<file path="config.mk">
export PLATFORM = sky130hd
export DESIGN_NAME = prime_bank_mapper
export DESIGN_NICKNAME = d
export VERILOG_FILES = /design/src/rtl/pbm_pkg.sv /design/src/rtl/pbm_residue.sv /design/src/rtl/pbm_bank_timer.sv /design/src/rtl/prime_bank_mapper.sv
export SDC_FILE = /design/constraint.sdc
export NUM_CORES = 1
export LEC_CHECK = 0
export ABC_AREA = 1
export BUFFER_PORTS_ARGS = -buffer_cell sky130_fd_sc_hd__buf_2
export CAP_MARGIN = 10
export CORE_ASPECT_RATIO = 0.9
export CORE_MARGIN = 2
export CORE_UTILIZATION = 37
export DETAILED_ROUTE_END_ITERATION = 16
export PLACE_DENSITY = 0.61
export RECOVER_POWER = 50
export SETUP_SLACK_MARGIN = 0.1
export SLEW_MARGIN = 25
export SYNTH_ARGS = -nofsm -noshare
export SYNTH_HDL_FRONTEND = slang
export SYNTH_SLANG_ARGS = --single-unit
</file>
<file path="constraint.sdc">
create_clock -name clk -period 5.2 [get_ports clk]
set_clock_uncertainty 0.1 [all_clocks]
set_input_delay 0 -clock clk [delete_from_list [all_inputs] [get_ports clk]]
set_output_delay 0 -clock clk [all_outputs]
set_load 0.005 [all_outputs]
</file>
<file path="src/rtl/pbm_pkg.sv">
package pbm_pkg;
    localparam int DEF_BANKS  = 3;
    localparam int DEF_WORDS  = 8;
    localparam int DEF_ADDR_W = 5;
    localparam int DEF_BUSY   = 10;

    // greatest common divisor, used for the elaboration-time co-prime check
    function automatic int gcd(input int a, input int b);
        int x;
        int y;
        int t;
        x = a;
        y = b;
        for (int i = 0; i < 64; i++) begin
            if (y != 0) begin
                t = x % y;
                x = y;
                y = t;
            end
        end
        return x;
    endfunction

    function automatic int width_of(input int n);
        return (n > 1) ? $clog2(n) : 1;
    endfunction
endpackage

</file>
<file path="src/rtl/pbm_residue.sv">
// Bit-serial residue: r = (2r + bit) mod M, one conditional subtract per bit.
module pbm_residue #(
    parameter int ADDR_W  = pbm_pkg::DEF_ADDR_W,
    parameter int MODULUS = pbm_pkg::DEF_BANKS,
    parameter int RES_W   = pbm_pkg::width_of(MODULUS)
) (
    input  logic [ADDR_W-1:0] addr_i,
    output logic [RES_W-1:0]  res_o
);
    localparam int ACC_W = RES_W + 1;
    localparam logic [ACC_W-1:0] MOD_V = ACC_W'(MODULUS);

    logic [ACC_W-1:0] acc;

    always_comb begin
        acc = '0;
        for (int i = ADDR_W - 1; i >= 0; i--) begin
            acc = {acc[RES_W-1:0], addr_i[i]};
            if (acc >= MOD_V) begin
                acc = acc - MOD_V;
            end
        end
        res_o = acc[RES_W-1:0];
    end
endmodule

</file>
<file path="src/rtl/pbm_bank_timer.sv">
// One down-counter per bank; a bank is idle when its counter reads zero.
module pbm_bank_timer #(
    parameter int NUM_BANKS   = pbm_pkg::DEF_BANKS,
    parameter int BUSY_CYCLES = pbm_pkg::DEF_BUSY
) (
    input  logic                 clk,
    input  logic                 rst_n,
    input  logic [NUM_BANKS-1:0] load_i,
    output logic [NUM_BANKS-1:0] idle_o
);
    localparam int CNT_W = pbm_pkg::width_of(BUSY_CYCLES);
    localparam logic [CNT_W-1:0] RELOAD = CNT_W'(BUSY_CYCLES - 1);

    for (genvar g = 0; g < NUM_BANKS; g++) begin : g_bank
        logic [CNT_W-1:0] cnt_d;
        logic [CNT_W-1:0] cnt_q;

        always_comb begin
            cnt_d = cnt_q;
            if (load_i[g]) begin
                cnt_d = RELOAD;
            end else if (cnt_q != '0) begin
                cnt_d = cnt_q - CNT_W'(1);
            end
        end

        always_ff @(posedge clk) begin
            if (!rst_n) begin
                cnt_q <= '0;
            end else begin
                cnt_q <= cnt_d;
            end
        end

        assign idle_o[g] = (cnt_q == '0);

        // a bank is only started when its previous access has finished
        a_r5_load_only_idle: assert property (@(posedge clk) disable iff (!rst_n)
            load_i[g] |-> (cnt_q == '0));
        // a bank left alone after reset stays idle
        a_r8_idle_hold: assert property (@(posedge clk) disable iff (!rst_n)
            (idle_o[g] && !load_i[g]) |=> idle_o[g]);
    end
endmodule

</file>
<file path="src/rtl/prime_bank_mapper.sv">
module prime_bank_mapper #(
    parameter int NUM_BANKS   = pbm_pkg::DEF_BANKS,
    parameter int BANK_WORDS  = pbm_pkg::DEF_WORDS,
    parameter int ADDR_W      = pbm_pkg::DEF_ADDR_W,
    parameter int BUSY_CYCLES = pbm_pkg::DEF_BUSY,
    parameter int BANK_W      = pbm_pkg::width_of(NUM_BANKS),
    parameter int ROW_W       = pbm_pkg::width_of(BANK_WORDS)
) (
    input  logic              clk,
    input  logic              rst_n,
    input  logic              req_valid,
    input  logic [ADDR_W-1:0] req_addr,
    output logic              req_ready,
    output logic              grant_o,
    output logic              err_o,
    output logic [BANK_W-1:0] bank_o,
    output logic [ROW_W-1:0]  row_o
);
    localparam int TOTAL_WORDS = NUM_BANKS * BANK_WORDS;

    if (pbm_pkg::gcd(NUM_BANKS, BANK_WORDS) != 1) begin : g_bad_counts
        $error("bank count and words per bank must be co-prime");
    end

    typedef struct packed {
        logic              hold_v;
        logic              hold_err;
        logic [BANK_W-1:0] hold_bank;
        logic [ROW_W-1:0]  hold_row;
        logic              grant;
        logic              err;
        logic [BANK_W-1:0] bank;
        logic [ROW_W-1:0]  row;
    } map_state_t;

    map_state_t s_d;
    map_state_t s_q;

    logic [BANK_W-1:0]    res_bank;
    logic [NUM_BANKS-1:0] load_vec;
    logic [NUM_BANKS-1:0] idle_vec;
    logic                 fire;
    logic                 in_range;

    pbm_residue #(
        .ADDR_W (ADDR_W),
        .MODULUS(NUM_BANKS),
        .RES_W  (BANK_W)
    ) u_residue (
        .addr_i(req_addr),
        .res_o (res_bank)
    );

    pbm_bank_timer #(
        .NUM_BANKS  (NUM_BANKS),
        .BUSY_CYCLES(BUSY_CYCLES)
    ) u_timer (
        .clk   (clk),
        .rst_n (rst_n),
        .load_i(load_vec),
        .idle_o(idle_vec)
    );

    always_comb begin
        in_range  = (32'(req_addr) < TOTAL_WORDS);
        fire      = s_q.hold_v && (s_q.hold_err || idle_vec[s_q.hold_bank]);
        req_ready = !s_q.hold_v || fire;
        load_vec  = '0;

        s_d       = s_q;
        s_d.grant = 1'b0;
        s_d.err   = 1'b0;

        if (fire) begin
            s_d.hold_v = 1'b0;
            s_d.err    = s_q.hold_err;
            s_d.grant  = !s_q.hold_err;
            if (!s_q.hold_err) begin
                s_d.bank = s_q.hold_bank;
                s_d.row  = s_q.hold_row;
                load_vec[s_q.hold_bank] = 1'b1;
            end
        end

        if (req_valid && req_ready) begin
            s_d.hold_v    = 1'b1;
            s_d.hold_err  = !in_range;
            s_d.hold_bank = res_bank;
            s_d.hold_row  = req_addr[ROW_W-1:0];
        end
    end

    always_ff @(posedge clk) begin
        if (!rst_n) begin
            s_q <= '0;
        end else begin
            s_q <= s_d;
        end
    end

    assign grant_o = s_q.grant;
    assign err_o   = s_q.err;
    assign bank_o  = s_q.bank;
    assign row_o   = s_q.row;

    // a granted bank index is always a valid bank
    a_r1_bank_in_set: assert property (@(posedge clk) disable iff (!rst_n)
        grant_o |-> (32'(bank_o) < NUM_BANKS));
    // an error pulse never coincides with a grant
    a_r6_err_not_grant: assert property (@(posedge clk) disable iff (!rst_n)
        err_o |-> !grant_o);
    // consecutive grants never hit the same bank when access takes >1 cycle
    a_r5_no_same_bank_pair: assert property (@(posedge clk) disable iff (!rst_n)
        (BUSY_CYCLES > 1 && grant_o && $past(grant_o)) |-> (bank_o != $past(bank_o)));
    // a taken request is held until it is answered
    a_r9_taken_is_held: assert property (@(posedge clk) disable iff (!rst_n)
        (req_valid && req_ready) |=> s_q.hold_v);
    // a pulse only follows a held request
    a_r4_pulse_from_hold: assert property (@(posedge clk) disable iff (!rst_n)
        (grant_o || err_o) |-> $past(s_q.hold_v));
endmodule

</file>
# Yosys cells after proc, flatten, opt, wreduce, memory -nomap -nowiden
# Cells that the tools add are included.
# op_classes
add_sub_neg	7
order_cmp	7
mux	18
bitwise_logic	2
reduce_logical	23
# ops
op	count
two-way mux 4 bit	6
zero test 4 bit	3
nonzero test 4 bit	3
subtractor 4 x 1 -> 4 bit (second input constant)	3
>= comparator 3 x 2 -> 1 bit (second input constant)	3
two-way mux 2 bit	4
nonzero test 2 bit	4
subtractor 2 bit (second input constant)	4
two-way mux 7 bit	1
two-way mux 3 bit	2
OR reduction 2 bit	3
less-than comparator 5 bit (second input constant)	1
AND reduction 2 bit	2
logical AND 1 bit	3
zero test 1 bit	3
less-than comparator 2 x 3 -> 1 bit (second input constant)	1
two-way mux 1 bit	3
binary-select mux 1 bit (select 2 bit)	1
demux 1 bit (select 2 bit)	1
>= comparator 2 x 1 -> 1 bit (second input constant)	1
>= comparator 2 bit (second input constant)	1
logical OR 1 bit	2
inverter 1 bit	2
# word_totals
register_bits	26
input_bits	8
output_inout_bits	8
word_cells	71

# Logic depth before layout (Yosys ltp)
# depth
depth_word	9
ltp_mapped	23
depth_no_buf	23

# By module
# From an unflattened synthesis, not the netlist that was laid out.
# hier_totals
hier_cells	240
area_unflattened_um2	1595.3
# by_module_without_submodules
mod	n_inst	cells_per_inst	area_per_inst_um2	seq_area_each_um2
pbm_bank_timer	1	104	679.4	240.2
prime_bank_mapper	1	91	650.6	280.3
pbm_residue	1	45	265.3	0.0

# Worst setup path after synthesis
# OpenSTA, ideal clock, no wires.
# synth_timing
kind	input to register
startpoint	input port req_addr[3]
endpoint	register s_q[10] (netlist name)
setup_time_ps	128
t_arrival_ps	1498
required_time_ps	4972
setup_slack_ps	3474
stages	23
path_buffers	0
cell_sequence	inv_1 -> nor2_1 -> ha_1 -> inv_1 -> nand2_1 -> nand2_1 -> nand2_1 -> inv_1 -> ha_1 -> inv_1 -> nand2_1 -> inv_1 -> nand3_1 -> nand2_1 -> nand2_1 -> inv_1 -> ha_1 -> inv_1 -> nand2_1 -> nand2_1 -> nand2_1 -> nor2_1 -> nor2_1
# synth_via
elab_chain_len	8
elab_cells_between_ends	11
classes_between	add/sub: 3; order compare: 4; mux: 4
# synth_lines
element	line_no	rtl
from (decl)	prime_bank_mapper.sv:12	input logic [ADDR_W-1:0] req_addr,
subtractor 2 bit or >= comparator 2 bit (tied branches)	pbm_residue.sv:20, pbm_residue.sv:19	
two-way mux 2 bit *	pbm_residue.sv:19	if (acc >= MOD_V) begin
>= comparator 3 x 2 -> 1 bit or subtractor 2 bit (tied branches)	pbm_residue.sv:19, pbm_residue.sv:20	
two-way mux 2 bit *	pbm_residue.sv:19	
>= comparator 3 x 2 -> 1 bit or subtractor 2 bit (tied branches)	pbm_residue.sv:19, pbm_residue.sv:20	
two-way mux 2 bit *	pbm_residue.sv:19	
>= comparator 3 x 2 -> 1 bit *	pbm_residue.sv:19	
two-way mux 2 bit *	pbm_residue.sv:19	
to (signal assigned)	prime_bank_mapper.sv:95	s_q <= '0;
to (signal assigned)	prime_bank_mapper.sv:97	s_q <= s_d;
to (decl)	prime_bank_mapper.sv:37	map_state_t s_q;
# Mark *: on every way between the ends. The rest lies on a longest branch, timed or not.
# A chain may end at the register's enable or synchronous reset.

# Final worst setup path
# layout_timing
startpoint	register u_timer.g_bank[1].cnt_q[0]
endpoint	register s_q[12] (netlist name)
# layout_via
elab_chain_len	7
# layout_lines
element	line_no	rtl
from (decl)	pbm_bank_timer.sv:16	logic [CNT_W-1:0] cnt_q;
from (signal assigned)	pbm_bank_timer.sv:31	cnt_q <= cnt_d;
zero test 4 bit	pbm_bank_timer.sv:35	assign idle_o[g] = (cnt_q == '0);
binary-select mux 1 bit (select 2 bit)	prime_bank_mapper.sv:66	fire = s_q.hold_v && (s_q.hold_err || idle_vec[s_q.hold_bank]);
two-way mux 1 bit (not written as such)	prime_bank_mapper.sv:66	
logical OR 1 bit	prime_bank_mapper.sv:66	
logical AND 1 bit	prime_bank_mapper.sv:66	
logical OR 1 bit	prime_bank_mapper.sv:67	req_ready = !s_q.hold_v || fire;
logical AND 1 bit	prime_bank_mapper.sv:85	if (req_valid && req_ready) begin
# Every way passes these cells. The select of a mux whose other input is x is not followed.

==> flow_summary.ini <==
[status]
status = finished, final reports clean

[logic_synthesis]
synthCells = 188
syn_avg_cell_area_um2 = 7.17
yosys-top-cells-area = dfxtp_1, nand2_1, inv_1
synth_edf_count = 0
ys_types = 22
netlist_area_um2 = 1350
yosysSeqAreaShare = 0.386
yosysTopAreaCellShare = 0.386
yosys.area.top_type = dfxtp_1
synth.most_common_cell = nand2_1
synth_common_cells = nand2_1, inv_1, dfxtp_1
synth-seq-cells = 26
ys.flop_type = dfxtp_1
ys_async_sr_fraction = 0
syn_nets = 203
ys.warnings.count = 0

[critical_path]
path_class = flip-flop to flip-flop
start_kind = flip-flop
cp-end-kind = flip-flop
arrival_ns = 3.07
critPathMaxFanout = 8
cp.required_ns = 5.32
worstRegToRegCells = 11

[drt]
drc_errors = 0
first_iter_violations = 64
drt_first_pass_iters = 4
ant_nets = 0
routed_wl_mm = 2.37
wl_per_cell_um = 9.34
viasPerCell = 4.47
vias = 1136

[floorplanning]
fp.dieW_um = 67.6
core_um2 = 3430
io-pin-count = 16
rows = 20
die_y_um = 61.3
die_area_um2 = 4140
initial_utilization = 0.393

[cts]
cts_buffers = 3
cts_resized = 0
cts.root.buffer_cell = clkbuf_8
clkTransAtPathRegs_ns = 0.09
clock-sinks = 26
clk_latency_ns = 0.27
cts_buffer_depth = 2
cts_tree = done
h-tree-depth = 1

[global_routing]
grt_pass1_wl_mm = 4.39
grt_max_degree = 15
grt_antenna_before_repair = 0
grt_overflow_total = 0
grt_usage = 0.140
first_global_vias = 1069

[placement]
place_ws_ns = 3.21
hpwl_mm = 1.74
port_buffers = 15
dp_cells = 240
place.gp.congestion = 0.747

[flow_run]
maxCapViolCount = 0

[power_and_ir_drop]
power_leakage_nw = 0.756
ir_drop_mv = 0.151
power_density_nw_per_um2 = 477

[sta]
max-slew-margin-rel = 0.683
finalCritPeriodShare = 0.568
fmax_mhz = 338
setup_tns_ns = 0
setup_viol = 0
period_needed_ns = 2.95
rsz0062_at_grt = false
setup_ws_ns = 2.25
slew_viol_final = 0
worst_pin_slew_ns = 0.474
hold_viol = 0

[final_layout]
area_growth_syn_to_layout_pct = 14.7
diodes = 0
final-instance-count-excl-fill = 254
fin_util = 0.451
drive_gt1_frac = 0.0905
n_fill_cell = 345
nets = 227

[hold_path]
holdCritPathClass = input pin to flip-flop
hold_depth = 10
==> area by class of cell <==
type	instances	area [µm²]	share of cell area
clock buffers	3	41.3	0.0267
multi-input cells	122	623	0.403
inverters	33	126	0.0817
flip-flops and latches	26	520	0.337
well taps	44	55.1	0.0356
repair buffers	26	180	0.117
==> power breakdown <==
| part | total, mW | internal, mW | switching, mW | leakage [nW] |
|---|---|---|---|---|
| Clock | 0.115 | 0.0519 | 0.0626 | 0.0216 |
| Combinational | 0.336 | 0.138 | 0.198 | 0.520 |
| Sequential | 0.287 | 0.257 | 0.0298 | 0.214 |
| Total | 0.737 | 0.447 | 0.290 | 0.756 |
==> path summary, 6_finish.rpt <==
kind / from / endpoint / slack [ns]
worst max-delay path: u_timer.g_bank[1].cnt_q[0]$_SDFFE_PN0P_ / s_q[12]$_SDFFE_PN0P_ / 2.25
worst min-delay path: req_addr[4] / s_q[11]$_SDFFE_PN0P_ / 0.36
worst max register to register: u_timer.g_bank[1].cnt_q[0]$_SDFFE_PN0P_ / s_q[12]$_SDFFE_PN0P_ / 2.25
worst min register to register: u_timer.g_bank[2].cnt_q[1]$_SDFFE_PP0P_ / u_timer.g_bank[2].cnt_q[1]$_SDFFE_PP0P_ / 0.37
==> timing repair <==
action | in CTS | in global routing
hold buffers | 11 | 0
setup buffers | 0 | 0
endpoints found under the hold margin | 15 | 0
==> sequential cells by signal, indices dropped and copies added, names as in the netlist <==
name and cells:
bank_o 2, err_o 1, grant_o 1, row_o 3, s_q 7, u_timer.g_bank.cnt_q 12
==> stage by stage <==
step	power, mW	hold WS [ns]	instance area (µm²)
6_report	0.737	0.362	1550
5_1_grt	0.822	0.382	1550
4_1_cts	0.756	0.365	1590
3_5_place_dp	0.629	0.209	1430
3_3_place_gp	0.627	0.210	1430
2_1_floorplan	0.573	0.0489	1350
==> cell usage in the layout (no fill, tap or decap), drive strengths merged, types with 2 or more instances in the layout <==
cell         Yosys  layout
xor2             4       4
buf              5      11
dfxtp           26      26
o21ai            8       8
nand2           39      39
a211oi           4       4
nor3             2       2
inv             33      33
nand3           12      12
a21oi           20      20
ha               7       7
dlygate4sd3      0      11
nor2            24      24
clkbuf           2       7
==> routing by layer <==
metal | vias up | track usage | wire [µm]
met4 | 0 | 0.0525 | 40
li1 | 633 | - | -
met1 | 489 | 0.179 | 1250
met5 | - | 0 | 0
met3 | 5 | 0.0165 | 44
met2 | 9 | 0.242 | 1040
==> worst max-delay path, stage by stage (launching register included) <==
cell           delay, ns
dfxtp_1             0.32
inv_1               0.06
ha_1                0.23
nand2_1             0.17
nor2_2              0.04
nor2_1              0.16
nand3_2             0.11
nand2_1             0.28
a21oi_1             0.09
dlygate4sd3_1       0.57
a211oi_1            0.19
dlygate4sd3_1       0.57
==> cells by family after synthesis <==
kind of cell	count (synthesis)	share of synthesized area
AO/OA/AOI/OAI	32	0.126
adder cells (fa/ha/maj)	7	0.0649
flip-flops	26	0.386
AND/OR/NAND/NOR	79	0.270
XOR/XNOR	4	0.0260
buffers and inverters	40	0.127
(Power assumes the default switching activity.)
